$ cat src/rtl/irq_pkg.sv
// Shared encoding of the decoded operation code that the core passes with each retire.
package irq_pkg;
    typedef enum logic [2:0] {
        OP_PLAIN  = 3'd0,
        OP_RETURN = 3'd1,
        OP_READ   = 3'd2,
        OP_IE_SET = 3'd3,
        OP_IE_CLR = 3'd4
    } irq_op_e;
endpackage

$ cat src/rtl/irq_opdec.sv
// Decodes the operation code into strobes.
// Assumes: state-changing strobes are valid only together with retire_stb;
// the read strobe follows op_sel alone.
module irq_opdec
    import irq_pkg::*;
(
    input  logic       retire_i,
    input  logic [2:0] op_i,
    output logic       ret_o,
    output logic       set_o,
    output logic       clr_o,
    output logic       read_o
);
    // Compare the code against each operation and qualify with retire.
    always_comb begin
        ret_o  = retire_i && (op_i == OP_RETURN);
        set_o  = retire_i && (op_i == OP_IE_SET);
        clr_o  = retire_i && (op_i == OP_IE_CLR);
        read_o = (op_i == OP_READ);
    end
endmodule

$ cat src/rtl/irq_enable.sv
// Holds the interrupt enable flag.
// Assumes: take_i has the highest priority and forces the flag off.
module irq_enable (
    input  logic clk,
    input  logic rst_n,
    input  logic take_i,
    input  logic ret_i,
    input  logic set_i,
    input  logic clr_i,
    output logic ie_o
);
    // Update the enable flag: take, then return/set, then clear.
    always_ff @(posedge clk) begin
        if (!rst_n)              ie_o <= 1'b0;
        else if (take_i)         ie_o <= 1'b0;
        else if (ret_i || set_i) ie_o <= 1'b1;
        else if (clr_i)          ie_o <= 1'b0;
    end
endmodule

$ cat src/rtl/irq_retreg.sv
// Hidden return register; loads the following-instruction address when an
// interrupt starts. Assumes pc_i is valid whenever take_i is high.
module irq_retreg #(
    parameter int XLEN = 32
) (
    input  logic            clk,
    input  logic            rst_n,
    input  logic            take_i,
    input  logic [XLEN-1:0] pc_i,
    output logic [XLEN-1:0] saved_o
);
    // Capture the return address on an accepted interrupt.
    always_ff @(posedge clk) begin
        if (!rst_n)      saved_o <= '0;
        else if (take_i) saved_o <= pc_i;
    end
endmodule

$ cat src/rtl/irq_redirect.sv
// Decides when to start an interrupt and registers the fetch override.
// Assumes: the decision uses the enable value from before this retire,
// and a retiring return never starts an interrupt.
module irq_redirect #(
    parameter int              XLEN     = 32,
    parameter logic [XLEN-1:0] VEC_ADDR = 32'h0000_0010
) (
    input  logic            clk,
    input  logic            rst_n,
    input  logic            retire_i,
    input  logic            irq_i,
    input  logic            ie_i,
    input  logic            ret_i,
    input  logic [XLEN-1:0] saved_i,
    output logic            take_o,
    output logic            valid_o,
    output logic [XLEN-1:0] pc_o
);
    localparam logic [XLEN-1:0] VEC_ALIGNED = {VEC_ADDR[XLEN-1:2], 2'b00};

    // Accept the request only at a retire while the enable is on.
    always_comb take_o = retire_i && irq_i && ie_i && !ret_i;

    // Register a one-cycle override toward the vector or the return address.
    always_ff @(posedge clk) begin
        if (!rst_n) begin
            valid_o <= 1'b0;
            pc_o    <= '0;
        end else if (take_o) begin
            valid_o <= 1'b1;
            pc_o    <= VEC_ALIGNED;
        end else if (ret_i) begin
            valid_o <= 1'b1;
            pc_o    <= {saved_i[XLEN-1:2], 2'b00};
        end else begin
            valid_o <= 1'b0;
        end
    end
endmodule

$ cat src/rtl/irq_unit.sv
// Top of the single-level interrupt unit: joins the decoder, enable flag,
// hidden register and redirect logic. Assumes one retire per cycle at most.
module irq_unit #(
    parameter int              XLEN     = 32,
    parameter logic [XLEN-1:0] VEC_ADDR = 32'h0000_0010
) (
    input  logic            clk,
    input  logic            rst_n,
    input  logic            irq_req,
    input  logic            retire_stb,
    input  logic [XLEN-1:0] next_pc,
    input  logic [2:0]      op_sel,
    output logic            redirect_valid,
    output logic [XLEN-1:0] redirect_pc,
    output logic [XLEN-1:0] rd_data
);
    logic            ret_w, set_w, clr_w, read_w;
    logic            take_w, ie_q;
    logic [XLEN-1:0] saved_q;

    irq_opdec u_dec (
        .retire_i (retire_stb),
        .op_i     (op_sel),
        .ret_o    (ret_w),
        .set_o    (set_w),
        .clr_o    (clr_w),
        .read_o   (read_w)
    );

    irq_enable u_en (
        .clk    (clk),
        .rst_n  (rst_n),
        .take_i (take_w),
        .ret_i  (ret_w),
        .set_i  (set_w),
        .clr_i  (clr_w),
        .ie_o   (ie_q)
    );

    irq_retreg #(.XLEN(XLEN)) u_ret (
        .clk     (clk),
        .rst_n   (rst_n),
        .take_i  (take_w),
        .pc_i    (next_pc),
        .saved_o (saved_q)
    );

    irq_redirect #(.XLEN(XLEN), .VEC_ADDR(VEC_ADDR)) u_rdr (
        .clk      (clk),
        .rst_n    (rst_n),
        .retire_i (retire_stb),
        .irq_i    (irq_req),
        .ie_i     (ie_q),
        .ret_i    (ret_w),
        .saved_i  (saved_q),
        .take_o   (take_w),
        .valid_o  (redirect_valid),
        .pc_o     (redirect_pc)
    );

    // Drive the hidden register onto the read port for the read operation only.
    always_comb rd_data = read_w ? saved_q : '0;
endmodule

$ cat config.mk
export PLATFORM = sky130hd
export DESIGN_NAME = irq_unit
export DESIGN_NICKNAME = d
export VERILOG_FILES = /design/src/rtl/irq_pkg.sv /design/src/rtl/irq_opdec.sv /design/src/rtl/irq_enable.sv /design/src/rtl/irq_retreg.sv /design/src/rtl/irq_redirect.sv /design/src/rtl/irq_unit.sv
export SDC_FILE = /design/constraint.sdc
export NUM_CORES = 1
export LEC_CHECK = 0
export ABC_AREA = 1
export BUFFER_PORTS_ARGS = -buffer_cell sky130_fd_sc_hd__buf_2
export CORE_AREA = 2 2 87 97
export CTS_CLUSTER_SIZE = 28
export DETAILED_ROUTE_END_ITERATION = 8
export DIE_AREA = 0 0 89 99
export GPL_TIMING_DRIVEN = 0
export PLACE_DENSITY = 0.68
export SLEW_MARGIN = 5
export SYNTH_ARGS = -nofsm -noshare
export SYNTH_HDL_FRONTEND = slang
export SYNTH_SLANG_ARGS = --single-unit
$ cat constraint.sdc
create_clock -name clk -period 1.1 [get_ports clk]
set_input_delay 0.11 -clock clk [delete_from_list [all_inputs] [get_ports clk]]
set_output_delay 0.11 -clock clk [all_outputs]
set_load 0.02 [all_outputs]
; ---- Yosys cells after proc, flatten, opt, wreduce, memory -nomap -nowiden
; Index checks and enable logic that the tools add are counted.
[word_totals]
register_bits = 64
latch_bits = 0
ram_bits = 0
rom_bits = 0
inputBits = 39
out_inout_bits = 65
word_cells = 28
mem_count = 0
[op_classes]
add_sub_neg = 0
multipliers = 0
n_div = 0
n_lt_le_gt_ge = 0
n_eq_ne = 4
n_shift = 0
n_mux = 7
n_bitwise = 1
reduce_logical = 11
[ops]
columns = operator, count
row1 = 32-bit two-way mux, 1
row2 = 5-bit two-way mux, 2
row3 = "3-bit by 2-bit == test with 1-bit output, second input constant", 2
row4 = 1-bit logical AND, 6
row5 = 1-bit two-way mux, 4
row6 = 2-bit nonzero test, 2
row7 = "3-bit by 1-bit == test with 1-bit output, second input constant", 1
row8 = "3-bit == test, second input constant", 1
row9 = 2-bit OR reduction, 1
row10 = 1-bit zero test, 1
row11 = 1-bit logical OR, 1
row12 = 1-bit NOT, 1

; ---- Logic depth before layout (Yosys ltp)
[logic_depth]
ltp_word = 5
mapped_depth = 8

; ---- Modules after synthesis
; A second synthesis with hierarchy kept.
[hier_totals]
hier_cells = 461
area_unflattened_um2 = 2950.3
[modules_own_cells]
columns = mod, instances, cells_each, area_per_inst_um2, seq_area_each_um2
row1 = irq_retreg, 1, 202, 1335.0, 640.6
row2 = irq_redirect, 1, 172, 1248.7, 620.6
row3 = irq_unit, 1, 67, 274.0, 0.0
row4 = irq_opdec, 1, 13, 48.8, 0.0
row5 = irq_enable, 1, 7, 43.8, 20.0

; ---- Worst setup path after synthesis
; No wires, ideal clock.
[synth_timing]
path_kind = flip-flop to flip-flop
startpoint = register u_en.ie_o
endpoint = register u_ret.saved_o[0]
arrival_ns = 0.996
t_required_ns = 0.985
slack_ns = -0.011
stages_incl_launch_ff = 8
n_path_buf = 2
path_cell_list = dfxtp_1 nand3_1 inv_1 buf_2 buf_2 nand3_1 nand2_1 nor2_1
[synth_between]
elab_chain_cells = 2
[synth_lines]
columns = item, line
row1 = from (decl), irq_enable.sv:10  ; output logic ie_o
row2 = from (signal assigned), irq_enable.sv:14  ; if (!rst_n) ie_o <= 1'b0;
row3 = from (signal assigned), irq_enable.sv:15  ; else if (take_i) ie_o <= 1'b0;
row4 = from (signal assigned), irq_enable.sv:16  ; else if (ret_i || set_i) ie_o <= 1'b1;
row5 = 1-bit logical AND (2 in series), irq_redirect.sv:22  ; always_comb take_o = retire_i && irq_i && ie_i && !ret_i;
row6 = to (signal assigned), irq_retreg.sv:15  ; else if (take_i) saved_o <= pc_i;
row7 = to (decl), irq_retreg.sv:10  ; output logic [XLEN-1:0] saved_o
; Every way passes these cells.
; A chain may end at the register's enable or synchronous reset.

; ---- Final worst setup path
[layout_timing]
startpoint = register u_ret.saved_o[11]
endpoint = output port rd_data[11]
[layout_between]
elab_chain_cells = 1
[layout_lines]
columns = item, line
row1 = 32-bit two-way mux, irq_unit.sv:62  ; always_comb rd_data = read_w ? saved_q : '0;
row2 = to (decl), irq_unit.sv:15  ; output logic [XLEN-1:0] rd_data
; Every way passes these cells.

==> results.toml <==
[clocking]
clock_tree.buffer_depth = 2
cts_tree = "built"
clockRootBuffer = "clkbuf_8"
numClockSinks = 64
htreeDepth = 3
cts_made_buffers = 9
clk_pin_slew_ns = 0.06
clk_latency_ns = 0.33

[routing]
wl_um = 8510
wl_per_cell_um = 11.7
drc = 0
vias = 3217
ant_nets = 0
vias_per_cell = 4.43
drt-initial-drc-count = 107
firstDrtPassIters = 4

[floorplan]
chipWidth_um = 89
core_area_mm2 = 0.00783
die_h_um = 99
row_count = 34
dieArea_mm2 = 0.00881
pin_count = 104
initial_core_util = 0.392

[power]
ir_worst_vdd_mv = 0.650
powerDensity_mw_per_mm2 = 1070
total_power_w = 0.00468
p_leak_nw = 2.15

[final_layout]
layout_common_cells = "nand2_1, inv_1, nor2_1"
fin_nets = 653
area_delta_synth_final_pct = 43.0
layout-drive-gt1-share = 0.384
post-route-cell-area_mm2 = 0.00439
final_common_cell = "nand2_1"
fillerInstances = 788

[critical_path]
timing_worst_setup_path_type = "reg -> out"
crit_arrival_ns = 0.98
cp.required_ns = 0.99
worstSetupEndpointType = "output pin"
startpoint_type = "register"
crit_fanout = 3

[timing]
setup_tns_ns = 0
max_freq_mhz = 918
finalHoldViolCount = 0
period_share = 0.990
clock_skew_ns = 0.00307
min_period_ns = 1.09
maxSlewViolCount = 0
finalSetupViolations = 0
rsz0062_at_grt = "yes"

[place]
dp.final_hpwl_um = 5940
dpl_cell_area_mm2 = 0.00371
routabilityCongestion = 0.760
portBuffers = 100

[synth]
synth.avg_cell_area_um2 = 6.26
yosys_warnings = 0
ys_ff_latch = 64
synth.largest_area_cell = "dfxtp_1"
synth_top_area_frac = 0.418
synthesis.area_mm2 = 0.00307
syn_inst = 490
synthTopCellsByArea = "dfxtp_1, nor2_1, inv_1"
ys_types = 17
yosysSeqAreaShare = 0.418

[job]
drv_cap = 0

[hold_path]
hp-class = "in -> reg"

[global_route]
grt_max_degree = 11
antenna_found_initial = 1
grt_overflow = 0
grt_pass1_vias = 2895
grt_pass1_wl_um = 13400
grtUsageTotal = 0.194

[run_status]
status = "complete, no violations"
## state kept, by name, summed over array words and instances (netlist names)
signal and cells:
u_ret.saved_o 32, u_rdr.valid_o 1, u_en.ie_o 1, u_rdr.pc_o 30
## layer usage
metal  track usage  vias to the layer above  routed length [µm]
met5             0                        -                   0
met4        0.0896                        0                 248
met3        0.0260                       18                 372
met2         0.315                       86                4160
met1         0.252                     1417                3720
li1              -                     1696                   -
## cell usage after synthesis
cell type and count:
dfxtp_1 64, o21ai_1 1, a21boi_1 1, clkbuf_1 10, inv_2 1, buf_6 2
buf_2 19, a21oi_1 33, conb_1 1, nor3_1 1, inv_1 96, nor2_2 2
nor2_1 97, nand3_1 63, nand2_2 1, nand2_1 94, buf_4 4
## layout make-up
cell class                 count  area [µm²]  share of cell area
sequential                    64        1320               0.301
antenna                        1        2.50            0.000570
inverter                      97         364              0.0830
multi-input combinational    295        1390               0.317
clock buffer                  14         173              0.0393
timing repair buffer         112         714               0.163
tap                          108         135              0.0308
buffer                        35         288              0.0656
## report_power, final
group          total (W)  switching [W]  internal (W)
Sequential       0.00238      0.0000258       0.00236
Clock            0.00181       0.000829      0.000981
Combinational   0.000488       0.000291      0.000197
Total            0.00468        0.00115       0.00353
## kinds of logic (layout without fill, tap and decap cells)
logic type	count (synthesis)	after routing	synth area share
AND/OR/NAND/NOR	258	258	0.344
buffers and inverters	132	258	0.179
flip-flops	64	64	0.418
AO/OA/AOI/OAI	35	35	0.0579
other	1	3	0.00122
## worst max-delay path, cell delays in order, from the launching register on
cell and delay, ns:
dfxtp_2 0.34, inv_1 0.04, nor2_1 0.11, buf_4 0.16
## per-stage QoR
stage	instances	setup slack, ns	util	hold slack, ns
after floorplan	491	-0.0105	-	0.318
after global placement	699	-0.226	0.474	0.428
after detailed placement	699	-0.273	0.474	0.437
after CTS	717	-0.00858	0.523	0.0702
after global routing	726	-0.0622	0.561	0.0994
final	726	0.0111	0.561	0.0816
## final timing paths
path | startpoint | to | slack, ns | cells past startpoint
max | u_ret.saved_o[11] | rd_data[11] | 0.01 | 3
min | next_pc[26] | u_ret.saved_o[26] | 0.08 | 5
max reg2reg | u_en.ie_o | u_ret.saved_o[24] | 0.02 | 7
min reg2reg | u_ret.saved_o[19] | u_ret.saved_o[19] | 0.48 | 2
## timing repair
action,in CTS,in global routing
pin swaps,2,28
cloned,2,1
resized for setup,81,85
setup buffers,2,7
setup endpoints to repair,84,93
hold buffers,0,0
No activity file was read; power rests on OpenSTA's default activity.
